File: src/rtl/dma_mbuf_pkg.sv
package dma_mbuf_pkg;

    typedef enum logic [1:0] {
        CH_IDLE  = 2'd0,
        CH_READ  = 2'd1,
        CH_WRITE = 2'd2,
        CH_HOLD  = 2'd3
    } ch_state_e;

    typedef enum logic [1:0] {
        BD_CONTINUE = 2'd0,
        BD_STALL    = 2'd1,
        BD_FINISH   = 2'd2
    } bnd_act_e;

    localparam int NUM_PTR = 2;
    localparam int PTR_SRC = 0;
    localparam int PTR_DST = 1;

    // Decision taken on the edge where the last word of a buffer is written
    function automatic bnd_act_e boundary_action(input logic auto_on, input logic unmask);
        if (!auto_on)
            return BD_FINISH;
        else if (unmask)
            return BD_STALL;
        else
            return BD_CONTINUE;
    endfunction

    function automatic logic is_busy(input ch_state_e s);
        return (s == CH_READ) || (s == CH_WRITE);
    endfunction

endpackage

File: src/rtl/dma_addr_gen.sv
module dma_addr_gen
    import dma_mbuf_pkg::*;
#(
    parameter int AW = 16
) (
    input  logic          clk,
    input  logic          rst,
    input  logic          load_first,
    input  logic          load_next,
    input  logic          step,
    input  logic          reload_src,
    input  logic          reload_dst,
    input  logic [AW-1:0] src_start,
    input  logic [AW-1:0] dst_start,
    output logic [AW-1:0] src_addr,
    output logic [AW-1:0] dst_addr
);

    logic [NUM_PTR-1:0][AW-1:0] start_v;
    logic [NUM_PTR-1:0]         reload_v;
    logic [NUM_PTR-1:0][AW-1:0] ptr_v;

    assign start_v[PTR_SRC]  = src_start;
    assign start_v[PTR_DST]  = dst_start;
    assign reload_v[PTR_SRC] = reload_src;
    assign reload_v[PTR_DST] = reload_dst;

    for (genvar g = 0; g < NUM_PTR; g++) begin : g_ptr
        logic [AW-1:0] q;
        always_ff @(posedge clk) begin
            if (rst)
                q <= '0;
            else if (load_first)
                q <= start_v[g];
            else if (load_next && reload_v[g])
                q <= start_v[g];
            else if (step)
                q <= q + 1'b1;
        end
        assign ptr_v[g] = q;
    end

    assign src_addr = ptr_v[PTR_SRC];
    assign dst_addr = ptr_v[PTR_DST];

endmodule

File: src/rtl/dma_len_ctr.sv
module dma_len_ctr #(
    parameter int LW = 8
) (
    input  logic          clk,
    input  logic          rst,
    input  logic          load,
    input  logic          dec,
    input  logic [LW-1:0] buf_len,
    output logic          len_nonzero,
    output logic          last_word,
    output logic [LW-1:0] remain
);

    logic [LW-1:0] cnt_q;

    always_ff @(posedge clk) begin
        if (rst)
            cnt_q <= '0;
        else if (load)
            cnt_q <= buf_len;
        else if (dec && cnt_q != '0)
            cnt_q <= cnt_q - 1'b1;
    end

    assign len_nonzero = |buf_len;
    assign last_word   = (cnt_q == {{(LW-1){1'b0}}, 1'b1});
    assign remain      = cnt_q;

endmodule

File: src/rtl/dma_chan_fsm.sv
module dma_chan_fsm
    import dma_mbuf_pkg::*;
(
    input  logic      clk,
    input  logic      rst,
    input  logic      start_wr,
    input  logic      keepon_wr,
    input  logic      ack_wr,
    input  logic      auto_mode,
    input  logic      irq_unmask,
    input  logic      len_nonzero,
    input  logic      last_word,
    input  logic      mem_ready,
    output ch_state_e state,
    output logic      load_first,
    output logic      load_next,
    output logic      rd_hs,
    output logic      wr_hs,
    output logic      flag
);

    ch_state_e state_q, state_d;
    logic      flag_q;
    logic      boundary;
    logic      resume;
    bnd_act_e  act;

    always_comb begin
        rd_hs      = (state_q == CH_READ)  && mem_ready;
        wr_hs      = (state_q == CH_WRITE) && mem_ready;
        boundary   = wr_hs && last_word;
        act        = boundary_action(auto_mode, irq_unmask);
        load_first = (state_q == CH_IDLE) && start_wr && len_nonzero;
        resume     = (state_q == CH_HOLD) && keepon_wr;
        load_next  = (boundary && act == BD_CONTINUE) || resume;
    end

    always_comb begin
        state_d = state_q;
        case (state_q)
            CH_IDLE:  if (load_first) state_d = CH_READ;
            CH_READ:  if (rd_hs) state_d = CH_WRITE;
            CH_WRITE: begin
                if (wr_hs) begin
                    if (!last_word)
                        state_d = CH_READ;
                    else begin
                        case (act)
                            BD_CONTINUE: state_d = CH_READ;
                            BD_STALL:    state_d = CH_HOLD;
                            default:     state_d = CH_IDLE;
                        endcase
                    end
                end
            end
            CH_HOLD:  if (resume) state_d = CH_READ;
            default:  state_d = CH_IDLE;
        endcase
    end

    always_ff @(posedge clk) begin
        if (rst) begin
            state_q <= CH_IDLE;
            flag_q  <= 1'b0;
        end else begin
            state_q <= state_d;
            if (boundary)
                flag_q <= 1'b1;
            else if (ack_wr)
                flag_q <= 1'b0;
        end
    end

    assign state = state_q;
    assign flag  = flag_q;

    // a stalled channel stays stalled until keep-on arrives
    a_r6_hold_until_keepon: assert property (@(posedge clk) disable iff (rst)
        (state_q == CH_HOLD && !keepon_wr) |=> (state_q == CH_HOLD));

    // a completed buffer always leaves the done flag set
    a_r4_flag_on_boundary: assert property (@(posedge clk) disable iff (rst)
        (wr_hs && last_word) |=> flag_q);

    // with auto off at completion the channel is idle next cycle
    a_r8_finish_idle: assert property (@(posedge clk) disable iff (rst)
        (wr_hs && last_word && !auto_mode) |=> (state_q == CH_IDLE));

endmodule

File: src/rtl/dma_mbuf_chan.sv
module dma_mbuf_chan
    import dma_mbuf_pkg::*;
#(
    parameter int AW = 16,
    parameter int LW = 8,
    parameter int DW = 32
) (
    input  logic          clk,
    input  logic          rst,
    input  logic          start_wr,
    input  logic          keepon_wr,
    input  logic          ack_wr,
    input  logic          auto_mode,
    input  logic          reload_src,
    input  logic          reload_dst,
    input  logic          irq_unmask,
    input  logic [AW-1:0] src_start,
    input  logic [AW-1:0] dst_start,
    input  logic [LW-1:0] buf_len,
    output logic          chan_active,
    output logic          chan_stalled,
    output logic          buf_done,
    output logic          irq,
    output logic          mem_req,
    output logic          mem_we,
    output logic [AW-1:0] mem_addr,
    output logic [DW-1:0] mem_wdata,
    input  logic [DW-1:0] mem_rdata,
    input  logic          mem_ready
);

    ch_state_e     st;
    logic          load_first, load_next, rd_hs, wr_hs, flag;
    logic          len_nonzero, last_word;
    logic [LW-1:0] remain;
    logic [AW-1:0] src_addr, dst_addr;
    logic [DW-1:0] data_q;

    dma_chan_fsm u_fsm (
        .clk        (clk),
        .rst        (rst),
        .start_wr   (start_wr),
        .keepon_wr  (keepon_wr),
        .ack_wr     (ack_wr),
        .auto_mode  (auto_mode),
        .irq_unmask (irq_unmask),
        .len_nonzero(len_nonzero),
        .last_word  (last_word),
        .mem_ready  (mem_ready),
        .state      (st),
        .load_first (load_first),
        .load_next  (load_next),
        .rd_hs      (rd_hs),
        .wr_hs      (wr_hs),
        .flag       (flag)
    );

    dma_len_ctr #(.LW(LW)) u_len (
        .clk        (clk),
        .rst        (rst),
        .load       (load_first || load_next),
        .dec        (wr_hs),
        .buf_len    (buf_len),
        .len_nonzero(len_nonzero),
        .last_word  (last_word),
        .remain     (remain)
    );

    dma_addr_gen #(.AW(AW)) u_addr (
        .clk       (clk),
        .rst       (rst),
        .load_first(load_first),
        .load_next (load_next),
        .step      (wr_hs),
        .reload_src(reload_src),
        .reload_dst(reload_dst),
        .src_start (src_start),
        .dst_start (dst_start),
        .src_addr  (src_addr),
        .dst_addr  (dst_addr)
    );

    always_ff @(posedge clk) begin
        if (rst)
            data_q <= '0;
        else if (rd_hs)
            data_q <= mem_rdata;
    end

    assign mem_req      = is_busy(st);
    assign mem_we       = (st == CH_WRITE);
    assign mem_addr     = (st == CH_WRITE) ? dst_addr : src_addr;
    assign mem_wdata    = data_q;
    assign chan_active  = (st != CH_IDLE);
    assign chan_stalled = (st == CH_HOLD);
    assign buf_done     = flag;
    assign irq          = flag && irq_unmask;

    // an access waiting for ready keeps its address and direction
    a_r3_req_held: assert property (@(posedge clk) disable iff (rst)
        (mem_req && !mem_ready) |=> (mem_req && $stable(mem_addr) && $stable(mem_we)));

    // no memory traffic while stalled
    a_r6_quiet_stall: assert property (@(posedge clk) disable iff (rst)
        chan_stalled |-> !mem_req);

    // an inactive channel issues no requests
    a_r8_idle_quiet: assert property (@(posedge clk) disable iff (rst)
        !chan_active |-> !mem_req);

    // keep-on releases a stall on the next edge
    a_r9_keepon_clears: assert property (@(posedge clk) disable iff (rst)
        (chan_stalled && keepon_wr) |=> !chan_stalled);

    // word counter never sits at zero during a transfer
    a_r4_count_live: assert property (@(posedge clk) disable iff (rst)
        mem_req |-> (remain != '0));

    // an enable write while active does not reload the counter
    a_r2_start_ignored: assert property (@(posedge clk) disable iff (rst)
        (chan_active && start_wr && !wr_hs && !load_next) |=> $stable(remain));

endmodule

File: config.mk
export PLATFORM = sky130hd
export DESIGN_NAME = dma_mbuf_chan
export DESIGN_NICKNAME = d
export VERILOG_FILES = /design/src/rtl/dma_mbuf_pkg.sv /design/src/rtl/dma_addr_gen.sv /design/src/rtl/dma_len_ctr.sv /design/src/rtl/dma_chan_fsm.sv /design/src/rtl/dma_mbuf_chan.sv
export SDC_FILE = /design/constraint.sdc
export NUM_CORES = 1
export LEC_CHECK = 0
export BUFFER_PORTS_ARGS = -buffer_cell sky130_fd_sc_hd__buf_2
export CAP_MARGIN = 20
export CORE_UTILIZATION = 30
export DETAILED_ROUTE_END_ITERATION = 10
export PLACE_DENSITY_LB_ADDON = 0.15
export SETUP_SLACK_MARGIN = 0.1
export SLEW_MARGIN = 15
export SYNTH_ARGS = -nofsm -noshare
export SYNTH_HDL_FRONTEND = slang
export SYNTH_SLANG_ARGS = --single-unit
File: constraint.sdc
create_clock -name clk -period 2.2 [get_ports clk]
set_clock_uncertainty 0.05 [all_clocks]
set_input_delay 0.11 -clock clk [delete_from_list [all_inputs] [get_ports clk]]
set_output_delay 0.11 -clock clk [all_outputs]
set_load 0.01 [all_outputs]
==> impl_metrics.ini, run 1 <==
[run_status]
outcome = complete, no violations

[detailed_routing]
met1_length_mm = 5.60
dr_wl_met2_mm = 5.82
via_per_inst = 4.82
top_layer = met4
drtIter0Drc = 229
detail-route-antenna-nets = 0
dr.pass1.iters = 4
vias = 3989
wl_per_cell_um = 14.9
drt-total-wl_mm = 12.3
dr_wl_met3_um = 513
drcViolationCount = 0

[sta]
hold_viol = 0
min_period_over_period_pct = 94.7
finalSetupViolCount = 0
max_freq_mhz = 480
max_slew_margin_pct = 65.6
rsz0062_at_grt = yes
min_period_ns = 2.08
worst_slew_pin_slew_ns = 0.515
tns_ns = 0
finalMaxSlewViolations = 0

[clocking]
cts_tree = yes
clockBufferDepth = 2
cts_sinks = 75
cts.htree.levels = 3
clock_latency_ns = 0.34
cts_made_buffers = 9
clk_transition_reported_paths_ns = 0.06
clock-root-buffer = clkbuf_16

[cells_and_area]
final_area_um2 = 5870
drive_gt1_share_pct = 39.2
area_growth_pct = 54.7
fin_util_pct = 48.3
diodes = 0
fin_nets = 746

[power]
ir_drop_uv = 358
p_per_area_nw_per_um2 = 722
p_total_mw = 4.24
leakagePower_nw = 2.38

[grt]
grt_pass1_wl_mm = 18.3
track_usage_pct = 18.1
antenna_found_initial = 0
grt_overflow = 0
grt_start_max_net_pins = 56
grt_pass1_vias = 3740

[logic_synthesis]
synth_seq_cells = 75
synth_area_per_cell_um2 = 8.38
yosys_warnings = 0
synth_seq_area_share_pct = 39.6
synth_cell_types = 42
syn_nets = 544
synth_area_um2 = 3800
synthCells = 453

[worst_setup_path]
cp-start-kind = flip-flop
cp.arrival_ns = 2.28
worstPathRequired_ns = 2.39
end_kind = flip-flop
crit_type = flip-flop to flip-flop
path_max_fanout = 16

[worst_hold_path]
hold_path_class = input port to flip-flop

[placed_design]
dpl-instance-area_um2 = 4790
place_congestion = 0.785
place.port_buffers = 135
hpwl_mm = 7.92

[run]
max_cap_violations = 0

[die]
core-area_um2 = 12200
initial_utilization_pct = 31.2
row_count = 40
die_w_um = 114
die_area_um2 = 13100
die_h_um = 114
ioPinCount = 136
## per-layer routing
metal	up-vias	track usage, %
li1	1982	-
met3	28	3.55
met2	113	28.8
met1	1866	23.0
met5	-	0
met4	0	10.0
## per-stage QoR
step           setup WS [ns]  instances  hold slack (ns)
2_1_floorplan          0.113        453            0.196
3_5_place_dp         0.00563        757            0.308
4_1_cts                0.103        821         0.000838
6_report               0.118        827           0.0108
3_3_place_gp          0.0671        757            0.300
5_1_grt               0.0321        827          0.00713
## power breakdown
group	switching, mW	internal, mW	total (mW)	leakage, nW
combinational	0.589	0.583	1.17	1.62
sequential	0.144	1.51	1.66	0.617
clock	0.567	0.847	1.41	0.141
## path summary, 6_finish.rpt
| kind | start | to | slack, ns | cells past startpoint |
|---|---|---|---|---|
| worst max-delay path | u_len.remain[1] | u_addr.src_addr[6] | 0.12 | 8 |
| worst min-delay path | src_start[4] | u_addr.src_addr[4] | 0.01 | 3 |
| worst max register to register | u_len.remain[1] | u_addr.src_addr[6] | 0.12 | 8 |
| worst min register to register | mem_wdata[7] | mem_wdata[7] | 0.40 | 2 |
## state kept, by name, indices dropped and copies added, names as in the netlist
register and cells:
u_fsm.flag 1, u_fsm.state 2, u_len.remain 8, u_addr.src_addr 16, mem_wdata 32, u_addr.dst_addr 16
## Yosys cell counts (all sizes together)
cell,number,share of area (%)
nand2,82,8.1
dfxtp,75,40
nor2,49,4.8
a211oi,40,9.2
a21oi,37,4.9
xnor2,21,4.8
clkbuf,17,1.7
mux2,15,4.4
nand3,15,2.0
nor3,13,2.0
xor2,12,2.8
inv,11,1.1
buf,9,2.1
ha,9,3.0
nand4,8,1.3
nor4,7,1.2
and3,4,0.66
o21ai,4,0.53
a311oi,3,0.69
and2,3,0.49
or4,3,0.79
mux2i,2,0.53
nand2b,2,0.33
a2111o,1,0.30
a32oi,1,0.23
a41o,1,0.26
and4,1,0.23
nand3b,1,0.20
nor3b,1,0.20
o211a,1,0.46
o211ai,1,0.33
o22ai,1,0.16
o32ai,1,0.23
or2,1,0.16
or4bb,1,0.30
## repair_timing
action                                  CTS  global route
pin swaps                                 1             3
hold buffers                             47             0
cloned                                    0             5
buffers inserted                          2             1
endpoints found under the setup margin   11            37
gates resized for setup                   1            56
endpoints found under the hold margin    47             0
## logic make-up (layout without fill, tap and decap cells)
| kind of cell | count (synthesis) | count (layout) | synth area share [%] |
|---|---|---|---|
| AOI/OAI and AO/OA | 91 | 91 | 17.2 |
| xor gates and xnor gates | 33 | 33 | 7.61 |
| adders and majority gates | 9 | 9 | 2.97 |
| buffers and inverters | 37 | 243 | 4.88 |
| DFF | 75 | 75 | 39.6 |
| muxes | 17 | 17 | 4.98 |
| and+or+nand+nor | 191 | 191 | 22.8 |
## placed cells by master, fill, tap and decap left out, types with 3 or more instances in the layout
cell,netlist,final
xor2_1,12,12
buf_4,2,23
mux2_2,15,15
a211oi_4,3,3
nor2_2,0,13
a211oi_1,35,21
nor2_1,49,30
buf_6,5,5
nor4_2,0,3
nor2_4,0,6
nor3_1,12,12
buf_2,1,135
buf_12,0,4
inv_1,11,9
ha_1,9,5
nand3_1,15,15
dfxtp_1,75,72
a21oi_1,37,37
nor4_1,7,4
clkbuf_16,0,12
nand4_1,8,8
clkbuf_8,0,3
xnor2_1,21,21
dlygate4sd3_1,0,47
ha_2,0,3
nand2_1,82,82
o21ai_0,4,4
a211oi_2,2,16
dfxtp_2,0,3
and3_1,4,4
## area by class of cell
| cell class | instances | area, um2 |
|---|---|---|
| clock buffer | 13 | 270 |
| tap | 168 | 210 |
| inverter | 11 | 41.3 |
| multi-input combinational | 341 | 2310 |
| clock inverter | 2 | 10.0 |
| sequential | 75 | 1510 |
| timing repair buffer | 217 | 1530 |
| fill | 1198 | 6290 |
## worst max-delay path: stages, from the launching register on
cell	delay (ns)
dfxtp_2	0.32
inv_2	0.07
ha_4	0.12
or4bb_4	0.54
nor3_4	0.24
buf_6	0.14
a211oi_4	0.09
buf_12	0.17
a211oi_1	0.23
No activity file was read; power rests on OpenSTA's default activity.
==> run 2: changes to the inputs <==
- BUFFER_PORTS_ARGS: -buffer_cell sky130_fd_sc_hd__buf_2 -> -buffer_cell sky130_fd_sc_hd__buf_4
==> run 2 against run 1 <==
- combinational power increased by 3%
- highest routed layer unchanged
- die area unchanged
- hold slack improved by 0.0060 ns
- wire length decreased by 3.7%
- critical path type unchanged
- clock-buffer cell count increased by 1
- largest cell class unchanged
==> impl_metrics.ini, run 2 (synthesis gave the netlist of run 1 again) <==
[sta]
hold_viol = 0
worst_slew_pin_slew_ns = 0.897
fin_hold_ws_ns = 0.0169
min_period_over_period_pct = 94.9
finalSetupViolCount = 0
rsz0062_at_grt = yes
tns_ns = 0
min_period_ns = 2.09
max_slew_margin_pct = 40.2
max_freq_mhz = 479
finalMaxSlewViolations = 0

[cells_and_area]
seq_area_um2 = 1510
multi_input_area_um2 = 2310
final_cell_mix = buf_4 (157), nand2_1 (82), dfxtp_1 (72)
fin_nets = 725
final_common_cell = buf_4
area_growth_pct = 58.6
finalNonFillerCells = 806
fillers = 1154
drive_gt1_share_pct = 39.2
largest_reg_flops = 32
diodes = 0

[power]
p_int_mw = 3.14
switchingPower_mw = 1.28
p_total_mw = 4.41
clkPwrFrac_pct = 35.0
ir_drop_uv = 326
combPwrFrac_pct = 27.5
netSwitchingFraction_pct = 28.9
p_seq_share_pct = 37.5
p_per_area_nw_per_um2 = 733
leakagePower_nw = 2.35

[clocking]
cts_tree = yes
cts_made_buffers = 9
clockBufferDepth = 2
clock_latency_ns = 0.33
clock-root-buffer = clkbuf_16
cts_sinks = 75
clk_transition_reported_paths_ns = 0.06
cts.htree.levels = 3

[detailed_routing]
via_per_inst = 4.83
drt-total-wl_mm = 11.8
drtIter0Drc = 231
drcViolationCount = 0
wl_per_cell_um = 14.7
vias = 3892
dr.pass1.iters = 4
detail-route-antenna-nets = 0

[die]
ioPinCount = 136
die_w_um = 114
core-area_um2 = 12200
die_h_um = 114
initial_utilization_pct = 31.2
row_count = 40
die_area_um2 = 13100

[placed_design]
place.port_buffers = 135
place_congestion = 0.817
hpwl_mm = 7.91
placed_cells = 755

[worst_hold_path]
holdPathStages = 3
hold_path_class = input port to flip-flop

[worst_setup_path]
rr_worst_depth = 9
worstPathRequired_ns = 2.33
cp.arrival_ns = 2.22
crit_type = flip-flop to flip-flop
path_max_fanout = 8
end_kind = flip-flop
cp-start-kind = flip-flop

[grt]
grt.met3_usage_pct = 3.44
grt_overflow = 0
grt_pass1_vias = 3725
grt_use_met1_pct = 23.4
grt.met2_usage_pct = 28.0
grt_pass1_wl_mm = 18.1
track_usage_pct = 17.7
grt_busiest_layer = met2
grt_start_max_net_pins = 76
antenna_found_initial = 0

[run]
max_cap_violations = 0

[run_status]
outcome = complete, no violations
-- run 2: what timing repair did --
item                                    4_1_cts  5_1_grt
setup buffers                                 0        1
pin swaps                                     1        5
hold buffers                                 32        0
endpoints found under the setup margin        3       47
gates resized for setup                       1       57
endpoints found under the hold margin        32        0
gates cloned                                  0        3
-- run 2: power by group through the flow --
stage	sequential [mW]	combinational [mW]	clock, mW
finish	1.66	1.21	1.54
CTS	1.65	1.09	1.59
detailed placement	1.68	1.03	0
global placement	1.68	1.02	0
global route	1.68	1.32	1.64
floorplan	1.67	0.575	0
-- run 2: critical path, cell delays in order, from the launching register on --
cell       delay (ns)
dfxtp_2          0.32
inv_2            0.07
ha_4             0.12
or4bb_4          0.55
nor3_4           0.23
buf_12           0.14
a211oi_4         0.10
clkbuf_16        0.20
nor2_2           0.11
a211oi_2         0.06
-- run 2: area by class of cell --
type	count	share of cell area, %
Sequential cell	75	25.0
Clock inverter	1	0.499
Clock buffer	14	4.72
Multi-Input combinational cell	341	38.4
Tap cell	168	3.49
Timing Repair Buffer	196	27.2
Inverter	11	0.686
-- run 2: metrics by stage --
step	setup slack (ns)	utilization [%]	area, um2
6_report	0.111	49.5	6020
5_1_grt	0.0163	49.5	6020
4_1_cts	0.110	47.3	5750
3_5_place_dp	0.104	42.1	5120
3_3_place_gp	0.148	42.1	5120
2_1_floorplan	0.113	-	3800
-- run 2: layer usage --
layer	share of wire [%]	routed length (um)	vias to the layer above
met4	2.0	241	0
met5	0	0	-
met1	45	5370	1814
met2	48	5720	116
met3	4.4	518	21
li1	-	-	1941
-- run 2: final timing paths --
path	endpoint	start	slack, ns
min reg2reg	mem_wdata[27]	mem_wdata[27]	0.40
max	u_addr.dst_addr[14]	u_fsm.state[0]	0.11
min	u_len.remain[1]	buf_len[1]	0.02
max reg2reg	u_addr.dst_addr[14]	u_fsm.state[0]	0.11
==> run 3: changes to the inputs <==
- CORE_MARGIN: not set -> 2
- CORE_UTILIZATION: 30 -> 40
==> run 3 against run 2 <==
- combinational power grew 7%
- highest routed layer unchanged
- sequential share of layout area decreased by 0.79 points
- flip-flop and latch count stayed put
- sequential power hardly changed
- fmax down 2.5%
- register-to-register slack got worse by 0.05 ns
- final cell count down 0.87%
- clock power shrank 34%
- cell area up 3.4%
- critical endpoint is now u_addr.src_addr[6]
- largest power group unchanged
==> impl_metrics.ini, run 3 (synthesis gave the netlist of run 1 again) <==
[placed_design]
placed_cells = 713
hpwl_mm = 7.37
place.port_buffers = 135
dpl-instance-area_um2 = 5030
place_congestion = 0.789

[cells_and_area]
final_cell_mix = buf_4 (155), nand2_1 (82), dfxtp_1 (71)
fin_nets = 756
largest_reg_flops = 32
drive_gt1_share_pct = 38.2
diodes = 0
finalNonFillerCells = 799
final_common_cell = buf_4
final_area_um2 = 6220
area_growth_pct = 63.9
fin_util_pct = 67.4

[clocking]
cts.htree.levels = 3
cts_tree = yes
clock-root-buffer = clkbuf_8
clock_latency_ns = 0.35
cts_sinks = 75
cts_made_buffers = 9
clk_transition_reported_paths_ns = 0.09
clockBufferDepth = 2

[worst_setup_path]
path_max_fanout = 8
end_kind = flip-flop
cp.arrival_ns = 2.28
crit_type = flip-flop to flip-flop
rr_worst_depth = 9
cp-start-kind = flip-flop
worstPathRequired_ns = 2.34

[sta]
worst_slew_pin_slew_ns = 0.898
fin_hold_ws_ns = 0.00431
finalSetupViolCount = 0
min_period_over_period_pct = 97.3
max_freq_mhz = 467
max_slew_margin_pct = 40.2
finalMaxSlewViolations = 0
min_period_ns = 2.14
hold_viol = 0
rsz0062_at_grt = yes

[die]
die_area_um2 = 10300
die_w_um = 101
die_h_um = 101
row_count = 35
ioPinCount = 136
initial_utilization_pct = 41.1
core-area_um2 = 9240

[detailed_routing]
drtIter0Drc = 189
detail-route-antenna-nets = 0
drcViolationCount = 0
vias = 4022
dr.pass1.iters = 4
drt-total-wl_mm = 11.8
via_per_inst = 5.03
wl_per_cell_um = 14.7

[power]
p_per_area_nw_per_um2 = 638
ir_drop_uv = 306
p_total_mw = 3.97
leakagePower_nw = 2.47

[grt]
grt_start_max_net_pins = 76
grt_pass1_wl_mm = 17.2
grt_overflow = 0
antenna_found_initial = 0
track_usage_pct = 21.1
grt_pass1_vias = 3662

[run_status]
outcome = complete, no violations

[worst_hold_path]
hold_path_class = input port to flip-flop
holdPathStages = 3

[run]
max_cap_violations = 0
-- run 3: through the flow --
step / setup TNS [ns] / worst slack, ns
CTS: 0 / 0.107
floorplan: 0 / 0.113
detailed placement: 0 / 0.0811
finish: 0 / 0.0588
global route: -0.00509 / -0.00509
global placement: 0 / 0.115
-- run 3: area by class of cell --
| class | count | area [um2] |
|---|---|---|
| fill | 767 | 3020 |
| multi-input combinational | 341 | 2340 |
| timing repair buffer | 227 | 1990 |
| sequential | 75 | 1510 |
| tap | 129 | 161 |
| clock buffer | 9 | 124 |
| clock inverter | 7 | 57.6 |
| inverter | 11 | 41.3 |
-- run 3: final timing paths --
kind / endpoint / from / slack (ns)
setup / recovery: u_addr.src_addr[6] / u_len.remain[1] / 0.06
hold / removal: u_addr.src_addr[13] / src_start[13] / 0.004
setup reg to reg: u_addr.src_addr[6] / u_len.remain[1] / 0.06
hold reg to reg: mem_wdata[31] / mem_wdata[31] / 0.41
-- run 3: metal layers --
layer	track usage, %	share of wire, %
met5	0	0
met2	35.9	51
met3	4.28	5.1
met4	8.42	1.4
met1	26.1	42
-- run 3: critical path: stages, from the launching register on --
cell and delay, ns:
dfxtp_2 0.33, inv_2 0.07, ha_4 0.13, or4bb_4 0.54
nor3_4 0.23, buf_12 0.14, a211oi_4 0.10, buf_12 0.16
nor2_1 0.13, a211oi_1 0.07
-- run 3: power by group --
part / total (mW) / internal, mW / switching, mW
clock network: 1.01 / 0.427 / 0.582
logic: 1.30 / 0.697 / 0.602
registers: 1.66 / 1.51 / 0.154
total: 3.97 / 2.63 / 1.34
-- run 3: what timing repair did --
item	CTS	global route
resized for setup	3	62
hold buffers	57	4
buffers inserted	0	2
cloned	0	6
endpoints found under the hold margin	57	4
pin swaps	1	7
setup endpoints to repair	7	54
